`config.mk`:
```
export PLATFORM = sky130hd
export DESIGN_NAME = loc_irq_timer
export DESIGN_NICKNAME = d
export VERILOG_FILES = /design/src/rtl/loc_irq_timer_pkg.sv /design/src/rtl/ltmr_prescale.sv /design/src/rtl/ltmr_count.sv /design/src/rtl/ltmr_regs.sv /design/src/rtl/loc_irq_timer.sv
export SDC_FILE = /design/constraint.sdc
export NUM_CORES = 1
export LEC_CHECK = 0
export BUFFER_PORTS_ARGS = -buffer_cell sky130_fd_sc_hd__buf_4
export CELL_PAD_IN_SITES_DETAIL_PLACEMENT = 0
export CELL_PAD_IN_SITES_GLOBAL_PLACEMENT = 1
export CORE_MARGIN = 2
export CORE_UTILIZATION = 43
export CTS_CLUSTER_SIZE = 40
export DETAILED_ROUTE_END_ITERATION = 7
export PLACE_DENSITY_LB_ADDON = 0.1
export SYNTH_ARGS = -nofsm -noshare
export SYNTH_HDL_FRONTEND = slang
export SYNTH_SLANG_ARGS = --single-unit
```
`constraint.sdc`:
```
create_clock -name clk -period 4.4 [get_ports clk]
set_clock_uncertainty 0.05 [all_clocks]
set_input_delay 1.32 -clock clk [delete_from_list [all_inputs] [get_ports clk]]
set_output_delay 1.32 -clock clk [all_outputs]
set_load 0.03 [all_outputs]
```
`src/rtl/loc_irq_timer_pkg.sv`:
```
// Shared types and field positions for the local interrupt countdown timer.
// Assumes a 32-bit register data path and an 8-bit vector.
package loc_irq_timer_pkg;

    localparam int VEC_W    = 8;
    localparam int MODE_LSB = 17;
    localparam int MASK_BIT = 16;
    localparam int TRIG_BIT = 15;
    localparam int POL_BIT  = 13;
    localparam int PEND_BIT = 12;
    localparam int CFG_W    = 4;

    typedef enum logic [1:0] {
        TM_ONESHOT  = 2'b00,
        TM_PERIODIC = 2'b01,
        TM_DEADLINE = 2'b10,
        TM_RSVD     = 2'b11
    } tmode_e;

    typedef enum logic [1:0] {
        RS_CTRL = 2'd0,
        RS_DIV  = 2'd1,
        RS_INIT = 2'd2,
        RS_CUR  = 2'd3
    } rsel_e;

    typedef struct packed {
        tmode_e             mode;
        logic               mask;
        logic               trig;
        logic               pol;
        logic [VEC_W-1:0]   vec;
    } ctrl_t;

endpackage

```
`src/rtl/ltmr_prescale.sv`:
```
// Clock prescaler: turns a 3-bit divide code into a tick strobe.
// Code 7 ticks every clock; code n ticks every 2<<n clocks.
// Assumes PRE_W is wide enough to hold the largest ratio (128).
module ltmr_prescale #(
    parameter int PRE_W = 8
) (
    input  logic       clk,
    input  logic       rst_n,
    input  logic       restart,
    input  logic [2:0] code,
    output logic       tick
);
    localparam int CODES = 8;

    logic [PRE_W-1:0] ratio_tbl [CODES];
    logic [PRE_W-1:0] ratio;
    logic [PRE_W-1:0] pre_cnt;

    // Ratio per code, built from the code index.
    generate
        for (genvar g = 0; g < CODES; g++) begin : g_ratio
            if (g == CODES - 1) begin : g_one
                assign ratio_tbl[g] = PRE_W'(1);
            end else begin : g_pow
                assign ratio_tbl[g] = PRE_W'(2) << g;
            end
        end
    endgenerate

    assign ratio = ratio_tbl[code];
    // Greater-or-equal so that a ratio shrinking mid-count cannot stall.
    assign tick  = (pre_cnt >= (ratio - PRE_W'(1)));

    // Prescale counter: clears on restart or tick, else counts up.
    always_ff @(posedge clk) begin
        if (!rst_n) begin
            pre_cnt <= '0;
        end else if (restart || tick) begin
            pre_cnt <= '0;
        end else begin
            pre_cnt <= pre_cnt + PRE_W'(1);
        end
    end
endmodule

```
`src/rtl/ltmr_count.sv`:
```
// Countdown core: loads, decrements on tick, expires on the 1->0 step.
// Assumes load has priority over everything, then deadline mode.
module ltmr_count
    import loc_irq_timer_pkg::*;
#(
    parameter int CNT_W = 32
) (
    input  logic             clk,
    input  logic             rst_n,
    input  logic             load,
    input  logic [CNT_W-1:0] load_val,
    input  logic             tick,
    input  tmode_e           mode,
    output logic [CNT_W-1:0] cur,
    output logic [CNT_W-1:0] init_q,
    output logic             expire
);
    logic armed;
    logic at_one;

    assign at_one = (cur == CNT_W'(1));
    assign expire = armed && tick && at_one && !load && (mode != TM_DEADLINE);

    // Counter, reload value and armed flag.
    always_ff @(posedge clk) begin
        if (!rst_n) begin
            cur    <= '0;
            init_q <= '0;
            armed  <= 1'b0;
        end else if (load) begin
            cur    <= load_val;
            init_q <= load_val;
            armed  <= (load_val != '0) && (mode != TM_DEADLINE);
        end else if (mode == TM_DEADLINE) begin
            armed  <= 1'b0;
        end else if (armed && tick) begin
            if (at_one) begin
                if (mode == TM_PERIODIC) begin
                    cur <= init_q;
                end else begin
                    cur   <= '0;
                    armed <= 1'b0;
                end
            end else begin
                cur <= cur - CNT_W'(1);
            end
        end
    end
endmodule

```
`src/rtl/ltmr_regs.sv`:
```
// Register file: control word, divide configuration, pending flag, read mux.
// Assumes CNT_W >= 19 so the control word fits the data path.
module ltmr_regs
    import loc_irq_timer_pkg::*;
#(
    parameter int CNT_W = 32
) (
    input  logic             clk,
    input  logic             rst_n,
    input  logic             wr_en,
    input  logic [1:0]       wr_sel,
    input  logic [CNT_W-1:0] wr_data,
    input  logic [1:0]       rd_sel,
    input  logic [CNT_W-1:0] cur,
    input  logic [CNT_W-1:0] init_q,
    input  logic             expire,
    input  logic             irq_ack,
    output logic [CNT_W-1:0] rd_data,
    output ctrl_t            ctrl_q,
    output logic [2:0]       div_code,
    output logic             load,
    output logic             pending
);
    logic [CFG_W-1:0] div_q;
    logic [CNT_W-1:0] ctrl_word;

    assign load     = wr_en && (wr_sel == RS_INIT);
    assign div_code = {div_q[3], div_q[1:0]};

    // Control word and divide configuration storage.
    always_ff @(posedge clk) begin
        if (!rst_n) begin
            ctrl_q <= '{mode: TM_ONESHOT, mask: 1'b1, trig: 1'b0, pol: 1'b0, vec: '0};
            div_q  <= '0;
        end else if (wr_en) begin
            if (wr_sel == RS_CTRL) begin
                ctrl_q.vec  <= wr_data[VEC_W-1:0];
                ctrl_q.pol  <= wr_data[POL_BIT];
                ctrl_q.trig <= wr_data[TRIG_BIT];
                ctrl_q.mask <= wr_data[MASK_BIT];
                ctrl_q.mode <= tmode_e'(wr_data[MODE_LSB +: 2]);
            end else if (wr_sel == RS_DIV) begin
                div_q <= wr_data[CFG_W-1:0];
            end
        end
    end

    // Pending flag: an unmasked expiry sets it and wins over acknowledge.
    always_ff @(posedge clk) begin
        if (!rst_n) begin
            pending <= 1'b0;
        end else if (expire && !ctrl_q.mask) begin
            pending <= 1'b1;
        end else if (irq_ack) begin
            pending <= 1'b0;
        end
    end

    // Control word image for reads.
    always_comb begin
        ctrl_word                   = '0;
        ctrl_word[VEC_W-1:0]        = ctrl_q.vec;
        ctrl_word[PEND_BIT]         = pending;
        ctrl_word[POL_BIT]          = ctrl_q.pol;
        ctrl_word[TRIG_BIT]         = ctrl_q.trig;
        ctrl_word[MASK_BIT]         = ctrl_q.mask;
        ctrl_word[MODE_LSB +: 2]    = ctrl_q.mode;
    end

    // Read multiplexer.
    always_comb begin
        unique case (rd_sel)
            RS_CTRL: rd_data = ctrl_word;
            RS_DIV:  rd_data = {{(CNT_W-CFG_W){1'b0}}, div_q};
            RS_INIT: rd_data = init_q;
            default: rd_data = cur;
        endcase
    end
endmodule

```
`src/rtl/loc_irq_timer.sv`:
```
// Top of the local interrupt countdown timer: register file, prescaler
// and countdown core. Assumes one clock domain and synchronous reset.
module loc_irq_timer
    import loc_irq_timer_pkg::*;
#(
    parameter int CNT_W = 32,
    parameter int PRE_W = 8
) (
    input  logic             clk,
    input  logic             rst_n,
    input  logic             wr_en,
    input  logic [1:0]       wr_sel,
    input  logic [CNT_W-1:0] wr_data,
    input  logic [1:0]       rd_sel,
    output logic [CNT_W-1:0] rd_data,
    input  logic             irq_ack,
    output logic             irq_valid,
    output logic [VEC_W-1:0] irq_vector
);
    ctrl_t            ctrl_q;
    logic [2:0]       div_code;
    logic             load;
    logic [CNT_W-1:0] load_val;
    logic             tick;
    logic             expire;
    logic             pending;
    logic [CNT_W-1:0] cur_q;
    logic [CNT_W-1:0] init_q;

    assign load_val   = wr_data;
    assign irq_valid  = pending;
    assign irq_vector = ctrl_q.vec;

    ltmr_regs #(.CNT_W(CNT_W)) u_regs (
        .clk      (clk),
        .rst_n    (rst_n),
        .wr_en    (wr_en),
        .wr_sel   (wr_sel),
        .wr_data  (wr_data),
        .rd_sel   (rd_sel),
        .cur      (cur_q),
        .init_q   (init_q),
        .expire   (expire),
        .irq_ack  (irq_ack),
        .rd_data  (rd_data),
        .ctrl_q   (ctrl_q),
        .div_code (div_code),
        .load     (load),
        .pending  (pending)
    );

    ltmr_prescale #(.PRE_W(PRE_W)) u_pre (
        .clk     (clk),
        .rst_n   (rst_n),
        .restart (load),
        .code    (div_code),
        .tick    (tick)
    );

    ltmr_count #(.CNT_W(CNT_W)) u_cnt (
        .clk      (clk),
        .rst_n    (rst_n),
        .load     (load),
        .load_val (load_val),
        .tick     (tick),
        .mode     (ctrl_q.mode),
        .cur      (cur_q),
        .init_q   (init_q),
        .expire   (expire)
    );
endmodule

```
Word level (Yosys, flattened, before mapping):

Memory sizes are Yosys's and may differ from the RTL's.
Cells that the tools add are included.

* memories kept: 1
* output and inout bits: 41
* word-level logic and storage cells: 67
* bits in read-only memories: 64
* register bits after elaboration: 91
* input bits: 40

* add/subtract/negate cells: 3
* reduce and logical (&&, ||, !) cells: 22
* order comparisons: 2
* equality and inequality tests: 10
* muxes and demuxes: 15
* bitwise logic cells: 3

Memories
* (name not given): depth 8, bits a word 8, rd ports 1, clocked after memory_dff 0, wr ports 0, line ltmr_prescale.sv:30 `assign ratio = ratio_tbl[code];`

Operator list (count)
* $mux 32: 5
* $pmux 32 s3: 1
* $eq 32x1->1 const B: 1
* $reduce_bool 32->1: 1
* $sub 32x1->32 const B: 1
* $mux 8: 2
* $add 8x1->8 const B: 1
* $ge 8x8->1: 1
* $sub 8x1->8 const B: 1
* $logic_and 1x1->1: 7
* $mux 1: 7
* $eq 2x1->1 const B: 3
* $eq 2x2->1 const B: 3
* $reduce_and 3->1: 2
* $reduce_bool 3->1: 2
* $ge 4x4->1 const B: 1
* $logic_not 2->1: 2
* $not 3->4: 1
* $reduce_and 2->1: 2
* $reduce_bool 2->1: 2
* $ne 3x1->1 const B: 1
* $logic_not 1->1: 2
* $ne 2x1->1 const B: 1
* $ne 2x2->1 const B: 1
* 3 further kinds: 4

Longest topological paths before layout:

Gate-level depths: netlist (run 1).

* depth in word-level cells: 12
* depth in mapped cells: 14
* mapped depth without buffers: 12

Cells and area by module:

Synthesis (run 1) repeated with hierarchy kept, for this count alone.

* cells, all modules: 654
* area total of the unflattened synthesis: 5645.4 µm²

By module, submodules not included
* ltmr_count: times used 1, area an instance 3643.5 µm², sequential area each 1301.2 µm², cells each 443
* ltmr_regs: times used 1, area an instance 1426.4 µm², sequential area each 360.3 µm², cells each 147
* ltmr_prescale: times used 1, area an instance 575.6 µm², sequential area each 160.2 µm², cells each 64

Least setup slack after synthesis (run 1):

OpenSTA, ideal clock, no wires.

* kind: input to output
* from: input port rd_sel[0]
* to: output port rd_data[18]
* stages: 4
* path slack: 0.345 ns
* data required time: 3.030 ns
* buffers on the path: 2
* arrival: 2.685 ns
* cells stage by stage: clkbuf_1 clkbuf_1 mux2_2 a22o_1

* cells in the longest elaborated chain, start to end: 2
* elaborated cells between the ends (all ways): 4
* those cells by class: eq/ne (2); mux (1); reduce/logical (1)

Ends and longest elaborated chain
* from (decl): line loc_irq_timer.sv:14 `input logic [1:0] rd_sel,`
* $eq 2x2->1 (tied with other cells): line ltmr_regs.sv:72 `unique case (rd_sel)`
* $pmux 32 s3 *: line ltmr_regs.sv:72
* to (decl): line loc_irq_timer.sv:15 `output logic [CNT_W-1:0] rd_data,`

Every way passes the cells marked *; elsewhere a longest branch is shown, timed or not.

Final worst setup path (run 1):

* from: input port rd_sel[0]
* to: output port rd_data[16]

Same word-level chain as after synthesis.

==> reports/qor.yml, run 1 <==
path_class: "in2out"
fp.dieW_um: 119
utilization_pct: 52.1
cts-root-buf: "clkbuf_16"
dp_cells: 937
track_usage_pct: 24.5
final-setup-viol-count: 0
firstDrtPassIters: 7
area_delta_synth_final_pct: 17.3
syn-mean-instance-area_um2: 7.74
gp_congestion: 0.818
wire_per_inst_um: 18.1
fin_crit_ns: 4.13
synth_ff_type: "dfxtp_1"
synth_nets: 785
grt_max_degree: 57
layout_common_cells: "115 x nand2_1, 93 x buf_4, 91 x dfxtp_1"
core_mm2: 0.0127
dp_hpwl_um: 11800
p_leak_nw: 2.57
whs_ns: 0.410
clkTransAtPathRegs_ns: 0.06
syn-instance-count: 730
worstHoldPathType: "reg2reg"
dr_total_vias: 5544
synth-edff-count: 0
yosysSeqAreaShare_pct: 32.2
cpMostUsedCell: "buf_4"
ctsLongestPathBuffers: 2
p_per_area_mw_per_mm2: 341
cts_hold_buf: 0
clk_latency_ns: 0.35
viasPerCell: 5.83
port-buffer-count: 80
cp.arrival_ns: 2.76
die_area_mm2: 0.0141
gr-total-overflow: 0
drt_iter0_markers: 351
ir_drop_uv: 253
grt_pass1_wl_um: 27700
die_h_um: 119
worst_pin_slew_ns: 0.973
finalNetCount: 831
row_count: 41
place_area_mm2: 0.00635
fmax_mhz: 242
final_area_mm2: 0.00663
start_util_pct: 44.4
crit_family: "simple AND/OR/NAND/NOR gates"
fin_ws_ns: 0.269
crit_path_top_delay_cell: "nor2_1"
clock_sinks: 91
ys_ff_latch: 91
drv_cap: 0
dp_slack_ns: 0.250
hold_violations: 0
post_cts_resized: 0
path_buf_inv: 2
cp.required_ns: 3.03
h-tree-depth: 3
cts_tree: "done"
cts_buffers: 9
yosysWarnings: 0
final_common_cell: "nand2_1"
critPathMaxFanout: 17
first_global_vias: 5248
cp-start-kind: "input pin"
synthDistinctLibCells: 63
synth-async-reset-ratio_pct: 0
cp-end-kind: "output pin"
grt_antenna_before_repair: 0
min_period_over_period_pct: 93.9
status: "finished, final reports clean"
drc: 0
rsz0062_at_grt: "no"
cpPeakStageDelay_ns: 0.77
path_cells: "buf_4, nor2_1, a22o_1, buf_4"
slew_headroom_pct: 34.9
final_cells: 951
ant_nets: 0
cts_setup_buffers: 0
syn_area_mm2: 0.00565
post_route_cells_drive_above_1_share_pct: 17.7
total_power_mw: 2.26
diodes: 0
routed_wl_um: 17300
drv_slew: 0
ios: 81
fin_tns_setup_ns: 0
==> logic make-up (layout without fill, tap and decap cells) <==
group | after synthesis | after routing | synth area share (%)
AND/OR/NAND/NOR | 287 | 287 | 25.3
AO/OA/AOI/OAI | 202 | 202 | 22.2
flip-flops | 91 | 91 | 32.2
buffers and inverters | 75 | 124 | 5.69
multiplexers | 37 | 37 | 7.66
XOR/XNOR | 23 | 23 | 3.56
adder cells (fa/ha/maj) | 15 | 15 | 3.32
==> registers in the layout, summed over array words and instances (netlist names) <==
register,flops
u_regs.pending,1
u_regs.ctrl_q,13
u_pre.pre_cnt,8
u_regs.div_q,4
u_cnt.cur,32
u_cnt.init_q,32
u_cnt.armed,1
==> worst reg2reg max path, cell delays in order, from the launching register on <==
cell and delay [ns]:
dfxtp_1 0.55, inv_1 0.18, ha_1 0.24, inv_1 0.07, o21ai_0 0.07, a221o_1 0.35, ha_1 0.19, a2111oi_0 0.59
o311ai_0 0.24, buf_4 0.21, nand2_1 0.34, buf_12 0.23, o21ai_0 0.11, a221oi_1 0.27
==> final cells by class <==
cell class | instances | area (um2)
clock buffer | 10 | 229
sequential | 91 | 1820
fill | 1244 | 6090
inverter | 15 | 56.3
clock inverter | 4 | 53.8
timing repair buffer | 95 | 738
tap | 172 | 215
multi-input combinational | 564 | 3520
==> report_power, final <==
| part | switching, mW | internal, mW | leakage [nW] |
|---|---|---|---|
| Combinational | 0.339 | 0.229 | 1.70 |
| Clock | 0.330 | 0.435 | 0.131 |
| Sequential | 0.0595 | 0.865 | 0.741 |
==> routing by layer <==
layer / vias up / routed length [um] / track usage (%)
met4: 0 / 325 / 8.04
met5: - / 0 / 0
li1: 2716 / - / -
met3: 30 / 869 / 4.58
met2: 147 / 8170 / 40.8
met1: 2651 / 7900 / 31.8
==> worst paths after layout <==
check / end / cells after the start / from / slack (ns)
max: rd_data[16] / 4 / rd_sel[0] / 0.27
min: u_regs.ctrl_q[8] / 2 / u_regs.ctrl_q[8] / 0.41
max reg2reg: u_cnt.cur[2] / 13 / u_regs.div_q[3] / 0.60
min reg2reg: u_regs.ctrl_q[8] / 2 / u_regs.ctrl_q[8] / 0.41
==> synth_stat cells, types with 9 or more instances <==
master    count  share of area, %
dfxtp_1      91                32
xnor2_1      16               2.5
a21oi_1      89               7.9
ha_1         15               3.3
a31oi_1      10               1.1
nand3_1      25               2.2
o21ai_0      36               3.2
a22o_1       12               1.9
buf_4         9               1.2
nor2b_1      19               2.1
and3_1       10               1.1
clkbuf_1     43               2.9
nor3_1       11              0.97
inv_1        14              0.93
nand2_1     115               7.6
a211o_1      11               1.7
nor4_1       18               2.0
mux2_2       10               2.0
nor2_1       50               3.3
mux2i_1      23               4.1
(Power assumes the default switching activity.)
==> inputs of run 2 (changes only) <==
--- a/config.mk
+++ b/config.mk
@@ -10,6 +10,7 @@
 export CELL_PAD_IN_SITES_GLOBAL_PLACEMENT = 1
 export CORE_MARGIN = 2
 export CORE_UTILIZATION = 43
+export CTS_BUF_LIST = sky130_fd_sc_hd__clkbuf_4 sky130_fd_sc_hd__clkbuf_8 sky130_fd_sc_hd__clkbuf_16
 export CTS_CLUSTER_SIZE = 40
 export DETAILED_ROUTE_END_ITERATION = 7
 export PLACE_DENSITY_LB_ADDON = 0.1
==> run 2 against run 1 <==
Flip-flop and latch count unchanged. Cell count unchanged. Non-clock buffer count unchanged. Clock power increased by 0.8%. Clock-buffer cell count unchanged. Die area unchanged. Via count about the same. Critical endpoint unchanged. Worst hold slack unchanged. Cell area about the same. First-iteration DRC count unchanged. Critical path type unchanged. Total power increased by 0.28%. Largest power group unchanged. Fmax about the same.
==> reports/qor.yml, run 2 (synthesized netlist as in run 1, its figures left out) <==
status: "finished, final reports clean"
drv_cap: 0
row_count: 41
final-setup-viol-count: 0
switchingPower_mw: 0.729
post_route_cells_drive_above_1_share_pct: 17.8
rsz0062_at_grt: "no"
reg_top3: "u_cnt.cur x32, u_cnt.init_q x32, u_regs.ctrl_q x13"
internal_power_mw: 1.54
grt_antenna_before_repair: 0
core_mm2: 0.0127
cts_tree: "done"
worst_pin_slew_ns: 0.973
routed_wl_um: 17300
track_usage_pct: 24.5
dr_total_vias: 5543
ir_drop_uv: 253
met1_length_um: 7890
dp_hpwl_um: 11800
clkTransAtPathRegs_ns: 0.06
first_global_vias: 5248
firstDrtPassIters: 5
h-tree-depth: 3
worstHoldPathType: "reg2reg"
wire_per_inst_um: 18.1
dr_wl_met2_um: 8160
path_class: "in2out"
drv_slew: 0
gr-total-overflow: 0
ant_nets: 0
area_delta_synth_final_pct: 17.4
drc: 0
clock_sinks: 91
clockPowerShare_pct: 34.1
fin_crit_ns: 4.13
start_util_pct: 44.4
fmax_mhz: 242
cp.required_ns: 3.03
gp_congestion: 0.818
slew_headroom_pct: 34.9
met3WireLength_um: 882
final_common_cell: "nand2_1"
viasPerCell: 5.83
die_h_um: 119
grt_max_degree: 57
layout_common_cells: "115 x nand2_1, 93 x buf_4, 91 x dfxtp_1"
cts_setup_buffers: 0
cp-start-kind: "input pin"
critPathMaxFanout: 17
hold_violations: 0
cts_hold_buf: 0
die_area_mm2: 0.0141
fp.dieW_um: 119
post_cts_resized: 0
routed.top_layer: "met4"
p_per_area_mw_per_mm2: 341
clk_latency_ns: 0.35
p_leak_nw: 2.58
p_sw_share_pct: 32.2
cts_buffers: 9
ctsLongestPathBuffers: 2
drt_iter0_markers: 351
cts-root-buf: "clkbuf_16"
cp.arrival_ns: 2.76
ios: 81
fillCellCount: 1244
whs_ns: 0.410
fin_tns_setup_ns: 0
grt_pass1_wl_um: 27700
finalNetCount: 831
port-buffer-count: 80
diodes: 0
cp-end-kind: "output pin"
min_period_over_period_pct: 93.9
r2r_setup_slack_ns: 0.61
p_seq_share_pct: 40.8
combPwrFrac_pct: 25.1
-- run 2: cell counts in the layout (fill, tap and decap cells not counted) --
Identical to the previous run, type by type.
-- run 2: layout make-up --
type                       instances  area [um2]  share of cell area (%)
sequential                        91        1820                    27.5
multi-input combinational        564        3520                    53.0
tap                              172         215                    3.24
clock inverter                     4        53.8                   0.811
clock buffer                      10         233                    3.51
timing repair buffer              95         738                    11.1
inverter                          15        56.3                   0.849
-- run 2: critical path: stages --
cell and delay (ns):
buf_4 0.22, nor2_1 0.77, a22o_1 0.28, buf_4 0.16
-- run 2: power by group through the flow --
stage | registers, mW | logic [mW] | clock network (mW)
3_5_place_dp | 0.942 | 0.565 | 0
2_1_floorplan | 0.922 | 0.409 | 0
4_1_cts | 0.924 | 0.568 | 0.789
3_3_place_gp | 0.941 | 0.556 | 0
5_1_grt | 0.931 | 0.630 | 0.816
6_report | 0.925 | 0.569 | 0.771
-- run 2: layer usage --
| metal | vias up | global-route usage [%] |
|---|---|---|
| met1 | 2650 | 31.8 |
| met5 | - | 0 |
| li1 | 2715 | - |
| met3 | 30 | 4.58 |
| met4 | 0 | 8.04 |
| met2 | 148 | 40.8 |
-- run 2: final timing paths --
path,start,to,cells past startpoint
hold / removal,u_regs.ctrl_q[8],u_regs.ctrl_q[8],2
setup / recovery,rd_sel[0],rd_data[16],4
setup reg to reg,u_regs.div_q[3],u_cnt.cur[2],13
hold reg to reg,u_regs.ctrl_q[8],u_regs.ctrl_q[8],2
-- run 2: metrics by stage --
| stage | setup WS, ns | cell area [um2] | total power [mW] | std cells | util (%) |
|---|---|---|---|---|---|
| floorplan | 0.345 | 5650 | 1.33 | 730 | - |
| global placement | 0.262 | 6350 | 1.50 | 937 | 49.9 |
| detailed placement | 0.250 | 6350 | 1.51 | 937 | 49.9 |
| CTS | 0.247 | 6640 | 2.28 | 951 | 52.2 |
| global route | 0.211 | 6640 | 2.38 | 951 | 52.2 |
| finish | 0.269 | 6640 | 2.26 | 951 | 52.2 |
==> inputs of run 3 (changes only) <==
--- a/config.mk
+++ b/config.mk
@@ -9,11 +9,12 @@
 export CELL_PAD_IN_SITES_DETAIL_PLACEMENT = 0
 export CELL_PAD_IN_SITES_GLOBAL_PLACEMENT = 1
 export CORE_MARGIN = 2
-export CORE_UTILIZATION = 43
+export CORE_UTILIZATION = 44
 export CTS_BUF_LIST = sky130_fd_sc_hd__clkbuf_4 sky130_fd_sc_hd__clkbuf_8 sky130_fd_sc_hd__clkbuf_16
 export CTS_CLUSTER_SIZE = 40
 export DETAILED_ROUTE_END_ITERATION = 7
 export PLACE_DENSITY_LB_ADDON = 0.1
 export SYNTH_ARGS = -nofsm -noshare
 export SYNTH_HDL_FRONTEND = slang
+export SYNTH_HIERARCHICAL = 1
 export SYNTH_SLANG_ARGS = --single-unit
==> run 3 against run 2 <==
Total power grew 3.2%. Clock-buffer cell count rose by 3. Wire length up 3.0%. Cell area increased by 0.28%.
==> reports/qor.yml, run 3 <==
fp.dieW_um: 117
gp_congestion: 0.887
critPathMaxFanout: 25
hold_depth: 1
worstHoldPathType: "reg2reg"
r2r-start: "u_regs/div_q[3]"
ios: 81
r2r_setup_slack_ns: 0.77
drv_slew: 0
syn_area_mm2: 0.00565
status: "finished, final reports clean"
whs_ns: 0.413
track_usage_pct: 26.9
post_cts_resized: 0
utilization_pct: 52.9
cts_hold_buf: 0
first_global_vias: 4979
cp.required_ns: 3.03
synth_fa_ha_area_share_pct: 2.44
min_period_over_period_pct: 87.0
dp_hpwl_um: 12800
netlist_top_cells_area: "dfxtp_1 32%, mux2i_1 9.2%, nand2_1 4.5%"
crit_path_top_delay_cell: "buf_4"
cp.arrival_ns: 2.46
fin_tns_setup_ns: 0
synthXorXnorAreaFrac_pct: 2.95
finalNetCount: 765
cts_buffers: 9
synth_top_area_share_pct: 32.3
reg_top3: "u_cnt/cur x32, u_cnt/init_q x32, u_regs/ctrl_q x13"
synthMuxAreaShare_pct: 13.3
viasPerCell: 5.96
synth-edff-count: 0
grt_antenna_before_repair: 0
start_util_pct: 44.9
rsz0062_at_grt: "no"
cp-end-kind: "output pin"
yosysMostFrequentCell: "dfxtp_1"
grt_max_degree: 38
ir_drop_uv: 243
cts_tree: "done"
die_area_mm2: 0.0138
dr_total_vias: 5308
post_route_cells_drive_above_1_share_pct: 20.9
clk_latency_ns: 0.35
reg2reg_to: "u_cnt/cur[25]"
reg2reg_depth: 8
synth_top_family_by_area: "simple AND/OR/NAND/NOR gates"
drt_iter0_markers: 415
crit_family: "buffers and inverters"
clock_sinks: 91
cts_setup_buffers: 0
syn-mean-instance-area_um2: 8.63
dp_slack_ns: 0.561
seqCellArea_mm2: 0.00182
fin_ws_ns: 0.572
ant_nets: 0
p_leak_nw: 2.64
cp-start-kind: "input pin"
yosysSeqAreaShare_pct: 32.3
row_count: 41
grt_pass1_wl_um: 28200
path_class: "in2out"
yosys.area_share.simple_pct: 24.9
p_per_area_mw_per_mm2: 351
synth_top_area_cell: "dfxtp_1"
syn-instance-count: 654
drv_cap: 0
diodes: 0
drc: 0
core_mm2: 0.0126
hold_violations: 0
place_area_mm2: 0.00634
synthDistinctLibCells: 83
port-buffer-count: 80
multi_input_area_mm2: 0.00352
clkTransAtPathRegs_ns: 0.06
layout_common_cells: "98 x buf_4, 91 x dfxtp_1, 68 x nand2_1"
firstDrtPassIters: 5
path_buf_inv: 3
fin_crit_ns: 3.83
synth-async-reset-ratio_pct: 0
area_delta_synth_final_pct: 17.9
synth_compound_gate_area_share_pct: 18.6
path_cells: "buf_4, buf_4, mux2i_1, nor2b_1, buf_4"
cts-root-buf: "clkbuf_16"
ctsLongestPathBuffers: 2
synth_ff_type: "dfxtp_1"
die_h_um: 117
min_to: "u_pre/pre_cnt[0]"
hp-start: "u_pre/pre_cnt[0]"
fillCellCount: 1196
wire_per_inst_um: 19.9
synth_nets: 705
cpMostUsedCell: "buf_4"
gr-total-overflow: 0
ys_ff_latch: 91
final_common_cell: "buf_4"
fmax_mhz: 261
yosysWarnings: 6
final_area_mm2: 0.00665
h-tree-depth: 3
slew_headroom_pct: 35.7
worst_pin_slew_ns: 0.961
routed_wl_um: 17800
cpPeakStageDelay_ns: 0.38
synthTopCellsByCount: "91 x dfxtp_1, 68 x nand2_1, 52 x mux2i_1, 52 x nor2_1, 28 x a21oi_1"
final-setup-viol-count: 0
run 3: logic make-up (layout without fill, tap and decap cells):
kind of cell               count (synthesis)  in the layout
AOI/OAI and AO/OA                        140            140
and+or+nand+nor                          265            265
DFF                                       91             91
other                                      1              1
buffers and inverters                     61            126
xor gates and xnor gates                  19             19
adders and majority gates                 11             11
muxes                                     66             66
run 3: final cells by class:
class	count	share of cell area, %
flip-flops and latches	91	27.4
well taps	172	3.23
clock buffers	13	4.02
inverters	12	0.677
clock inverters	3	0.696
repair buffers	98	11.1
multi-input cells	502	52.9
run 3: worst max path at each step:
stage,end,depth (start not counted),start
2_1_floorplan,rd_data[11],4,rd_sel[1]
3_3_place_gp,rd_data[6],4,rd_sel[0]
3_5_place_dp,rd_data[14],5,rd_sel[0]
4_1_cts,rd_data[14],5,rd_sel[0]
5_1_grt,rd_data[8],5,rd_sel[0]
6_report,rd_data[14],5,rd_sel[0]
run 3: routing by layer:
layer	up-vias	global-route usage [%]	part of all wire [%]	routed length (um)
li1	2548	-	-	-
met1	2562	38.4	46	8230
met2	180	41.4	45	7990
met3	18	5.92	7.2	1280
met4	0	6.35	1.5	271
met5	-	0	0	0
run 3: metrics by stage:
stage	cells	total power, mW
after floorplan	654	1.35
after global placement	875	1.52
after detailed placement	875	1.52
after CTS	891	2.35
after global routing	891	2.45
final	891	2.34
run 3: worst reg2reg max path: stages (launching register included):
cell	delay (ns)
dfxtp_1	0.53
nand3_1	0.20
ha_1	0.30
nand2b_4	0.15
a2111oi_4	0.43
o21ai_0	0.28
a31oi_2	0.85
o21ai_0	0.48
o211ai_1	0.29
run 3: report_power, final:
part           total [mW]  internal (mW)  switching, mW
Combinational       0.593          0.244          0.349
Clock               0.822          0.486          0.336
Sequential          0.922          0.865         0.0566
Total                2.34           1.59          0.742
